## src/rtl/wdog_pkg.sv

```systemverilog
package wdog_pkg;
  typedef enum logic [1:0] {
    REG_CFG  = 2'd0,
    REG_CNT  = 2'd1,
    REG_KEY  = 2'd2,
    REG_NONE = 2'd3
  } reg_sel_e;

  localparam int CFG_W     = 7;
  localparam int CFG_SRC   = 0;
  localparam int CFG_KEYEN = 1;
  localparam int LOCK_LO   = 2;
  localparam int LOCK_CFG  = 2;
  localparam int LOCK_CNT  = 6;
endpackage

```

## src/rtl/wdog_cfg_regs.sv

```systemverilog
module wdog_cfg_regs
  import wdog_pkg::*;
#(
  parameter int DATA_W = 8
) (
  input  logic              clk,
  input  logic              rst_n,
  input  logic              cfg_wr,
  input  logic [DATA_W-1:0] wr_data,
  output logic [CFG_W-1:0]  cfg_q
);
  logic cfg_we;
  assign cfg_we = cfg_wr && !cfg_q[LOCK_CFG];

  always_ff @(posedge clk or negedge rst_n) begin
    if (!rst_n) begin
      cfg_q[LOCK_LO-1:0] <= '0;
    end else if (cfg_we) begin
      cfg_q[LOCK_LO-1:0] <= wr_data[LOCK_LO-1:0];
    end
  end

  for (genvar g = LOCK_LO; g < CFG_W; g++) begin : g_lock
    always_ff @(posedge clk or negedge rst_n) begin
      if (!rst_n)                    cfg_q[g] <= 1'b0;
      else if (cfg_we && wr_data[g]) cfg_q[g] <= 1'b1;
    end
  end
endmodule

```

## src/rtl/wdog_service.sv

```systemverilog
module wdog_service
  import wdog_pkg::*;
#(
  parameter int              DATA_W     = 8,
  parameter logic [DATA_W-1:0] KEY        = 8'h5C,
  parameter logic [DATA_W-1:0] RESET_LOAD = 8'hFF
) (
  input  logic              clk,
  input  logic              rst_n,
  input  logic              wr_en,
  input  logic [1:0]        wr_addr,
  input  logic [DATA_W-1:0] wr_data,
  input  logic              key_en,
  input  logic              lock_cnt,
  input  logic              tick,
  output logic              svc_evt,
  output logic [DATA_W-1:0] svc_val,
  output logic              bad_key_evt,
  output logic              early_evt
);
  logic              cnt_ok, key_wr, key_ok;
  logic [DATA_W-1:0] reload_q;
  logic              touched_q;

  function automatic logic key_match(input logic [DATA_W-1:0] d);
    return d == KEY;
  endfunction

  assign cnt_ok      = wr_en && (wr_addr == REG_CNT) && !lock_cnt;
  assign key_wr      = wr_en && (wr_addr == REG_KEY) && key_en;
  assign key_ok      = key_wr && key_match(wr_data);
  assign bad_key_evt = key_wr && !key_match(wr_data);
  assign svc_evt     = cnt_ok || key_ok;
  assign svc_val     = cnt_ok ? wr_data : reload_q;
  assign early_evt   = svc_evt && touched_q && !tick;

  always_ff @(posedge clk or negedge rst_n) begin
    if (!rst_n) begin
      reload_q  <= RESET_LOAD;
      touched_q <= 1'b0;
    end else begin
      if (cnt_ok) reload_q <= wr_data;
      if (svc_evt)   touched_q <= 1'b1;
      else if (tick) touched_q <= 1'b0;
    end
  end
endmodule

```

## src/rtl/wdog_core.sv

```systemverilog
module wdog_core #(
  parameter int DATA_W = 8
) (
  input  logic              clk,
  input  logic              rst_n,
  input  logic              tick,
  input  logic              svc,
  input  logic [DATA_W-1:0] svc_val,
  input  logic              trip,
  output logic              running,
  output logic [DATA_W-1:0] count,
  output logic              fire,
  output logic              zero_evt
);
  function automatic logic [DATA_W-1:0] step_down(input logic [DATA_W-1:0] c);
    return (c <= DATA_W'(1)) ? '0 : c - DATA_W'(1);
  endfunction

  function automatic logic last_step(input logic [DATA_W-1:0] c);
    return c <= DATA_W'(1);
  endfunction

  logic              dec_evt;
  logic [DATA_W-1:0] count_d;

  assign dec_evt  = running && tick && !svc;
  assign zero_evt = dec_evt && last_step(count);

  always_comb begin
    count_d = count;
    if (svc)          count_d = svc_val;
    else if (dec_evt) count_d = step_down(count);
  end

  always_ff @(posedge clk or negedge rst_n) begin
    if (!rst_n) begin
      running <= 1'b0;
      count   <= '0;
      fire    <= 1'b0;
    end else begin
      count <= count_d;
      if (svc)             running <= 1'b1;
      if (zero_evt || trip) fire   <= 1'b1;
    end
  end
endmodule

```

## src/rtl/wdog_keyed.sv

```systemverilog
module wdog_keyed
  import wdog_pkg::*;
#(
  parameter int              DATA_W     = 8,
  parameter logic [DATA_W-1:0] KEY        = 8'h5C,
  parameter logic [DATA_W-1:0] RESET_LOAD = 8'hFF
) (
  input  logic              clk,
  input  logic              rst_n,
  input  logic              tick_fast,
  input  logic              tick_slow,
  input  logic              wr_en,
  input  logic [1:0]        wr_addr,
  input  logic [DATA_W-1:0] wr_data,
  output logic              wd_fire,
  output logic              wd_running,
  output logic [DATA_W-1:0] wd_count,
  output logic [CFG_W-1:0]  cfg_state
);
  logic              tick_sel, key_en, lock_cnt;
  logic              svc_evt, bad_key_evt, early_evt, zero_evt;
  logic [DATA_W-1:0] svc_val;

  wdog_cfg_regs #(.DATA_W(DATA_W)) u_cfg (
    .clk     (clk),
    .rst_n   (rst_n),
    .cfg_wr  (wr_en && (wr_addr == REG_CFG)),
    .wr_data (wr_data),
    .cfg_q   (cfg_state)
  );

  assign tick_sel = cfg_state[CFG_SRC] ? tick_fast : tick_slow;
  assign key_en   = cfg_state[CFG_KEYEN];
  assign lock_cnt = cfg_state[LOCK_CNT];

  wdog_service #(.DATA_W(DATA_W), .KEY(KEY), .RESET_LOAD(RESET_LOAD)) u_svc (
    .clk         (clk),
    .rst_n       (rst_n),
    .wr_en       (wr_en),
    .wr_addr     (wr_addr),
    .wr_data     (wr_data),
    .key_en      (key_en),
    .lock_cnt    (lock_cnt),
    .tick        (tick_sel),
    .svc_evt     (svc_evt),
    .svc_val     (svc_val),
    .bad_key_evt (bad_key_evt),
    .early_evt   (early_evt)
  );

  wdog_core #(.DATA_W(DATA_W)) u_core (
    .clk      (clk),
    .rst_n    (rst_n),
    .tick     (tick_sel),
    .svc      (svc_evt),
    .svc_val  (svc_val),
    .trip     (bad_key_evt || early_evt),
    .running  (wd_running),
    .count    (wd_count),
    .fire     (wd_fire),
    .zero_evt (zero_evt)
  );
endmodule

```

## config.mk

```make
export PLATFORM = sky130hd
export DESIGN_NAME = wdog_keyed
export DESIGN_NICKNAME = d
export VERILOG_FILES = /design/src/rtl/wdog_pkg.sv /design/src/rtl/wdog_cfg_regs.sv /design/src/rtl/wdog_service.sv /design/src/rtl/wdog_core.sv /design/src/rtl/wdog_keyed.sv
export SDC_FILE = /design/constraint.sdc
export NUM_CORES = 1
export LEC_CHECK = 0
export ABC_AREA = 1
export BUFFER_PORTS_ARGS = -buffer_cell sky130_fd_sc_hd__buf_2
export CAP_MARGIN = 25
export CORE_MARGIN = 2
export CORE_UTILIZATION = 50
export CTS_BUF_LIST = sky130_fd_sc_hd__clkbuf_8 sky130_fd_sc_hd__clkbuf_16
export CTS_CLUSTER_DIAMETER = 120
export DETAILED_ROUTE_END_ITERATION = 12
export PLACE_DENSITY = 0.8
export SYNTH_ARGS = -nofsm -noshare
export SYNTH_HDL_FRONTEND = slang
export SYNTH_HIERARCHICAL = 1
export SYNTH_SLANG_ARGS = --single-unit
```

## constraint.sdc

```tcl
create_clock -name clk -period 1.81 [get_ports clk]
set_input_delay 0.2715 -clock clk [delete_from_list [all_inputs] [get_ports clk]]
set_output_delay 0.2715 -clock clk [all_outputs]
set_load 0.02 [all_outputs]
```

=== Word level (Yosys, flattened, before mapping) ===
Index checks and enable logic that the tools add are counted.

* Register bits after elaboration: 26
* Output and inout bits: 17
* Logic and storage cells: 52

* Add/sub/neg operators: 1
* $lt $le $gt $ge: 1
* Eq/ne operators: 3
* Mux-type cells: 7
* Reduce and logical (&&, ||, !) cells: 29

{| class="wikitable"
|+ Operators by type and width
! operator !! number
|-
| $mux W8 || 4
|-
| $logic_and A1 B1 Y1 || 18
|-
| $eq A8 B7 Y1 const B || 1
|-
| $le A8 B1 Y1 const B || 1
|-
| $sub A8 B1 Y8 const B || 1
|-
| $logic_not A1 Y1 || 5
|-
| $reduce_bool A2 Y1 || 2
|-
| $logic_or A1 B1 Y1 || 3
|-
| $mux W1 || 3
|-
| $eq A2 B1 Y1 const B || 1
|-
| $eq A2 B2 Y1 const B || 1
|-
| $logic_not A2 Y1 || 1
|}

=== Logic depth before layout (Yosys ltp) ===
Gate-level depths: netlist (run 1).

* Depth after elaboration: 9
* Depth in mapped cells: 10
* Mapped depth without buffers: 10

=== Modules after synthesis ===
Netlist (run 1), hierarchy kept.

{| class="wikitable"
|+ Modules (own cells, without submodules)
! module !! instances !! cells each !! area each (um^2)
|-
| wdog_core || 1 || 102 || 696.9
|-
| wdog_service || 1 || 53 || 471.7
|-
| wdog_cfg_regs || 1 || 30 || 284.0
|-
| wdog_keyed || 1 || 8 || 32.5
|}

=== Worst setup path before layout (run 1) ===
No wires, ideal clock.

* Path kind: reg-to-reg
* From: register u_cfg.cfg_q[6]
* To: register u_core.count[4]
* Data arrival time: 1350 ps
* Path slack: 335 ps
* Stages on the path, launching flop included: 10
* Buffers on the path: 1
* Clock period less this slack: 1475 ps
* Cell sequence: dfrtp_1 > nor2_2 > nand3_4 > buf_6 > nand2_1 > inv_1 > nand2_1 > inv_1 > nand2_1 > nand3_1

* Word-level cells in the longest chain between the ends: 6

{| class="wikitable"
|+ Ends and longest elaborated chain
! element !! RTL line !! RTL
|-
| from (decl) || wdog_cfg_regs.sv:10 || <nowiki>output logic [CFG_W-1:0] cfg_q</nowiki>
|-
| from (signal, indexed assignment) || wdog_cfg_regs.sv:25 || <nowiki>if (!rst_n) cfg_q[g] <= 1'b0;</nowiki>
|-
| from (signal, indexed assignment) || wdog_cfg_regs.sv:26 || <nowiki>else if (cfg_we && wr_data[g]) cfg_q[g] <= 1'b1;</nowiki>
|-
| $logic_not A1 Y1 (*) || wdog_service.sv:29 || <nowiki>assign cnt_ok = wr_en && (wr_addr == REG_CNT) && !lock_cnt;</nowiki>
|-
| $logic_and A1 B1 Y1 (*) || wdog_service.sv:29 ||
|-
| $logic_or A1 B1 Y1 (*) || wdog_service.sv:33 || <nowiki>assign svc_evt = cnt_ok || key_ok;</nowiki>
|-
| net svc_evt || wdog_keyed.sv:21 || <nowiki>logic svc_evt, bad_key_evt, early_evt, zero_evt;</nowiki>
|-
| $logic_not A1 Y1 || wdog_core.sv:26 || <nowiki>assign dec_evt = running && tick && !svc;</nowiki>
|-
| $logic_and A1 B1 Y1 || wdog_core.sv:26 ||
|-
| $reduce_bool A2 Y1 (no source line) || n/a ||
|-
| to (signal assigned) || wdog_core.sv:41 || <nowiki>count <= count_d;</nowiki>
|-
| to (decl) || wdog_core.sv:11 || <nowiki>output logic [DATA_W-1:0] count,</nowiki>
|}

Mark *: on every way through the listed nets, which the timed path passes. The rest lies on a longest branch.
A chain may end at the register's enable or synchronous reset.

=== Final worst setup path (run 1) ===
* From: register u_cfg.cfg_q[6]
* To: register u_core.count[2]

The elaborated chain is that of the path after synthesis.

==> results of run 1 <==
-- cells in the mapped netlist (all sizes together) --
master	instances	area, µm²
or2	2	12.5
nand3	20	128
a21oi	1	8.76
nand2	71	284
a21boi	1	7.51
o21ai	14	96.3
ha	2	25.0
inv	35	131
nor2	16	87.6
nor3	1	10.0
dfrtp	18	450
nand4	1	6.26
buf	3	27.5
dfstp	8	210
-- state kept, by name, summed over array words and instances (netlist names) --
| register | count |
|---|---|
| u_svc/reload_q | 8 |
| u_cfg/cfg_q | 7 |
| u_svc/touched_q | 1 |
| u_core/fire | 1 |
| u_core/count | 8 |
| u_core/running | 1 |
-- per-layer routing --
layer | wire length (µm) | share of wire, %
met5 | 0 | 0
met4 | 42 | 1.4
met3 | 103 | 3.4
met2 | 1520 | 50
met1 | 1360 | 45
-- metrics by stage --
step / cells / worst slack [ps] / util, % / hold slack (ps)
detailed placement: 253 / 284 / 59.6 / 292
CTS: 257 / 262 / 62.2 / 0.213
finish: 257 / 276 / 62.2 / -16.4
floorplan: 193 / 335 / - / -24.1
global route: 257 / 115 / 62.2 / 16.6
global placement: 253 / 354 / 59.6 / 293
-- kinds of logic (layout without fill, tap and decap cells) --
family / after synthesis / after routing / share of synthesized area [%]
AND/OR/NAND/NOR: 111 / 111 / 35.6
buffers and inverters: 38 / 71 / 10.7
flip-flops: 26 / 26 / 44.5
AO/OA/AOI/OAI: 16 / 16 / 7.58
adder cells (fa/ha/maj): 2 / 2 / 1.68
-- cell type report --
type                            count  area share (%)
Timing Repair Buffer               32            9.40
Sequential cell                    26            38.2
Multi-Input combinational cell    129            38.5
Clock inverter                      1            1.74
Tap cell                           31            2.24
Clock buffer                        3            2.39
Inverter                           35            7.59
-- worst register-to-register path: cells and delay by family, from the launching register on --
family        cells  cell delay (ps)
flops             1              410
simple gates      6              850
buf+inv           2              180
-- worst paths after layout --
kind | depth (start not counted) | endpoint | slack, ps | start
setup reg to reg | 8 | u_core/count[2] | 280 | u_cfg/cfg_q[6]
min in group clk | 3 | u_svc/reload_q[3] | 240 | wr_data[3]
hold / removal | 1 | u_cfg/cfg_q[5] | -20 | rst_n
max in group asynchronous | 1 | u_svc/reload_q[7] | 1440 | rst_n
hold reg to reg | 2 | u_core/fire | 460 | u_core/fire
setup / recovery | 8 | u_core/count[2] | 280 | u_cfg/cfg_q[6]
-- report_power, final --
part | internal [mW] | switching, mW | total, mW
clock | 0.295 | 0.175 | 0.470
combinational | 0.280 | 0.548 | 0.828
sequential | 0.672 | 0.129 | 0.801
==> results.toml, run 1 <==
[timing]
slew_viol_final = 0
grt_setup_unrepaired = "no"
timing.fmax_ghz = 0.652
fin_hold_ws_ps = -16.4
finalHoldViolCount = 18
setup_viol = 0
tightest_slew_ps = 601
fin_crit_sh_pct = 84.7
fin_crit_ps = 1530
setup_tns_ps = 0
fin_skew_ps = 4.16
relSlewSlack_pct = 59.8

[cells_and_area]
final_nets = 244
area_growth_pct = 16.5
final_common_cell = "nand2_1"
ff_latch_area_um2 = 661
multiInputGateArea_um2 = 666
diodes = 0
layout_common_cells = "nand2_1 (68), inv_1 (33), buf_2 (31)"
drive_above_1_share_pct = 30.1
design_area_mm2 = 0.00173
nFillCells = 269

[die]
die_w_um = 58.5
initial_core_util_pct = 53.4
pin_count = 32
num_rows = 19
fp.dieH_um = 58.5
die_area_mm2 = 0.00342
core_mm2 = 0.00278

[yosys]
syn_area_per_cell_um2 = 7.70
post_synth_num_cell_types = 25
synth_seq_cells = 26
syn_area_mm2 = 0.00149
ys_seq_area_share_pct = 44.5
synthesis.nets = 210
ys_warn_count = 6
synthCells = 193

[global_routing]
grt_use_met2_pct = 33.2
met3_usage_pct = 3.52
grtUsageTotal_pct = 19.4
grt.busiest_layer = "met2"
use_met1_pct = 24.1
grt_pass1_wl_um = 5090
grt_max_degree = 27
antenna_found_initial = 0
grt_overflow_total = 0
grt_pass1_vias = 1206

[power]
fin_total_pwr_mw = 2.10
max-vdd-ir-drop_v = 0.00116
p_per_area_mw_per_mm2 = 1210
p_leak_nw = 0.921

[clock_network]
clkSinkCount = 26
insertion_delay_ps = 260
cts_resized = 0
cts_tree = "yes"
cts_buffers = 3
cts_root_buffer = "clkbuf_8"
cts.reportedPaths.clkPinSlew_ps = 90
clockBufferDepth = 2
postCtsSetupBuffers = 0
h-tree-depth = 1
ctsHoldBuffers = 0

[route]
vias_per_cell = 4.92
wl_per_cell_um = 11.8
drc = 0
wl_um = 3030
ant_nets = 0
dr_total_vias = 1265
drt_iter0_drc = 31
dr.pass1.iters = 5

[job]
drv_cap = 0

[critical_path]
critPathBufInv = 2
required_ps = 1970
end_kind = "flip-flop"
arrival_ps = 1690
critical_path_class = "reg -> reg"
timing.critical_path.mode_cell = "nand2_1"
start_kind = "flip-flop"
slowest_stage = "dfrtp_1"
cpPeakStageDelay_ps = 410
cp_top_family = "simple AND/OR/NAND/NOR gates"
worstPathCellList = "nor2_2 > nand3_4 > nand2_1 > inv_1 > nand2_1 > inv_1 > nand2_1 > nand3_1"
worstPathMaxFanout = 19

[hold_path]
hp-class = "in -> async"

[status]
status = "complete, but fails checks"
failed_checks = "hold timing"

[placement]
postPlaceCellArea_mm2 = 0.00166
io_buffers = 31
gp_congestion = 0.822
dpl.hpwl_um = 2300
Power figures use the tool's default switching activity.
==> run 2: changes to the inputs <==
==> constraint.sdc (replaced) <==
create_clock -name clk -period 1.5 [get_ports clk]
set_input_delay 0.225 -clock clk [delete_from_list [all_inputs] [get_ports clk]]
set_output_delay 0.225 -clock clk [all_outputs]
set_load 0.02 [all_outputs]
==> run 2 against run 1 <==
Clock power fell by 18%. Total power is 16% higher. Critical path depth up 1. Clock skew about the same. Largest cell class unchanged. Cell count grew 3.1%. Register-to-register slack worse by 180 ps. Maximum frequency grew 9.0%. Sequential share of layout area shrank 1.0 points. The run now ends clean. Via count barely moved. Design area grew 2.7%. Highest routed layer unchanged. Sequential cell count stayed put. Hold slack improved by 220 ps.
==> results.toml, run 2 (same netlist as run 1, synthesis figures left out) <==
[status]
status = "completed"

[power]
max-vdd-ir-drop_v = 0.00115
p_leak_nw = 0.950
fin_total_pwr_mw = 2.42
p_per_area_mw_per_mm2 = 1360

[timing]
relSlewSlack_pct = 62.9
setup_viol = 0
finalHoldViolCount = 0
fin_skew_ps = 4.17
timing.fmax_ghz = 0.711
slew_viol_final = 0
setup_tns_ps = 0
tightest_slew_ps = 556
fin_crit_sh_pct = 93.8
fin_hold_ws_ps = 204
fin_crit_ps = 1410

[hold_path]
min_path_cells = 3
hold_path.startpoint = "wr_data[3]"
holdPathEnd = "u_svc/reload_q[3]"
hp-class = "in -> reg"

[route]
dr_total_vias = 1266
drt_iter0_drc = 37
vias_per_cell = 4.78
ant_nets = 0
wl_per_cell_um = 11.2
wl_um = 2970
dr.pass1.iters = 4
drc = 0

[clock_network]
cts.reportedPaths.clkPinSlew_ps = 90
h-tree-depth = 1
cts_root_buffer = "clkbuf_8"
clkSinkCount = 26
clockBufferDepth = 2
insertion_delay_ps = 260
cts_buffers = 3
cts_tree = "yes"

[critical_path]
worstReg2RegStart = "u_core/count[0]"
required_ps = 1710
end_kind = "flip-flop"
start_kind = "flip-flop"
worstSetupStartpoint = "u_core/count[0]"
critical_path_class = "reg -> reg"
worstPathMaxFanout = 7
r2r_cells = 9
arrival_ps = 1610
worstReg2RegEnd = "u_core/count[2]"
ff2ff_setup_slack_ps = 90

[cells_and_area]
drive_above_1_share_pct = 32.9
fin_util_pct = 63.9
diodes = 0
final_cells = 265
reg_top3 = "u_core/count: 8 flops, u_svc/reload_q: 8 flops, u_cfg/cfg_q: 7 flops"
final_nets = 252
layout_common_cells = "nand2_1 (66), inv_1 (34), buf_2 (31)"
final_common_cell = "nand2_1"
area_growth_pct = 19.7

[die]
die_w_um = 58.5
initial_core_util_pct = 53.4
fp.dieH_um = 58.5
die_area_mm2 = 0.00342
pin_count = 32
num_rows = 19
core_mm2 = 0.00278

[global_routing]
grt_overflow_total = 0
antenna_found_initial = 0
grt_pass1_vias = 1179
grt_max_degree = 27
grt_pass1_wl_um = 5100
grtUsageTotal_pct = 19.4

[placement]
dp_cells = 257
gp_congestion = 0.827
io_buffers = 31
dpl.hpwl_um = 2280

[job]
drv_cap = 0
==> run 2: changes by cell type in the layout (fill, tap and decap cells not counted), sizes merged <==
| cell | delta |
|---|---|
| buf | +7 |
| bufinv | -1 |
| dlygate4sd3 | +1 |
| inv | +1 |
==> run 2: cell type report <==
class / instances / area (µm²)
fill: 243 / 1000
tap: 31 / 38.8
timing repair buffer: 40 / 229
sequential: 26 / 661
inverter: 35 / 131
clock inverter: 1 / 3.75
multi-input combinational: 129 / 673
clock buffer: 3 / 41.3
==> run 2: through the flow <==
step           setup slack, ps  cell area (µm²)
5_1_grt                  -5.77             1780
4_1_cts                   62.5             1740
6_report                  93.0             1780
3_5_place_dp              86.2             1690
3_3_place_gp              88.1             1690
2_1_floorplan             25.3             1490
==> run 2: repair_timing <==
action	4_1_cts	5_1_grt
hold buffers	1	0
gates resized for setup	0	4
setup buffers	0	3
endpoints found under the setup margin	0	8
endpoints found under the hold margin	18	0
==> run 2: worst max-delay path by stage <==
stage,endpoint,slack [ps],cells past startpoint
detailed placement,u_core/count[4],90,9
finish,u_core/count[2],90,9
floorplan,u_core/count[4],30,9
global route,u_core/count[0],-6,9
global placement,u_core/count[4],90,9
CTS,u_core/count[4],60,9
==> run 2: power by group <==
group | switching, mW | internal (mW) | total [mW]
registers | 0.151 | 0.811 | 0.962
clock network | 0.203 | 0.183 | 0.386
logic | 0.675 | 0.402 | 1.08
==> run 2: per-layer routing <==
metal	track usage (%)	up-vias	part of all wire (%)
met2	31.9	25	47
met4	5.65	0	0.57
met1	26.2	569	48
li1	-	670	-
met3	3.30	2	3.8
met5	0	-	0
==> run 2: critical path, cell delays in order, from the launching register on <==
cell     delay, ps
dfrtp_1        410
buf_4          140
ha_1           180
inv_1           60
nand2_2         60
nand2_2         90
nor2_4          50
nor2_4         200
nand2_1         90
nand3_1         70
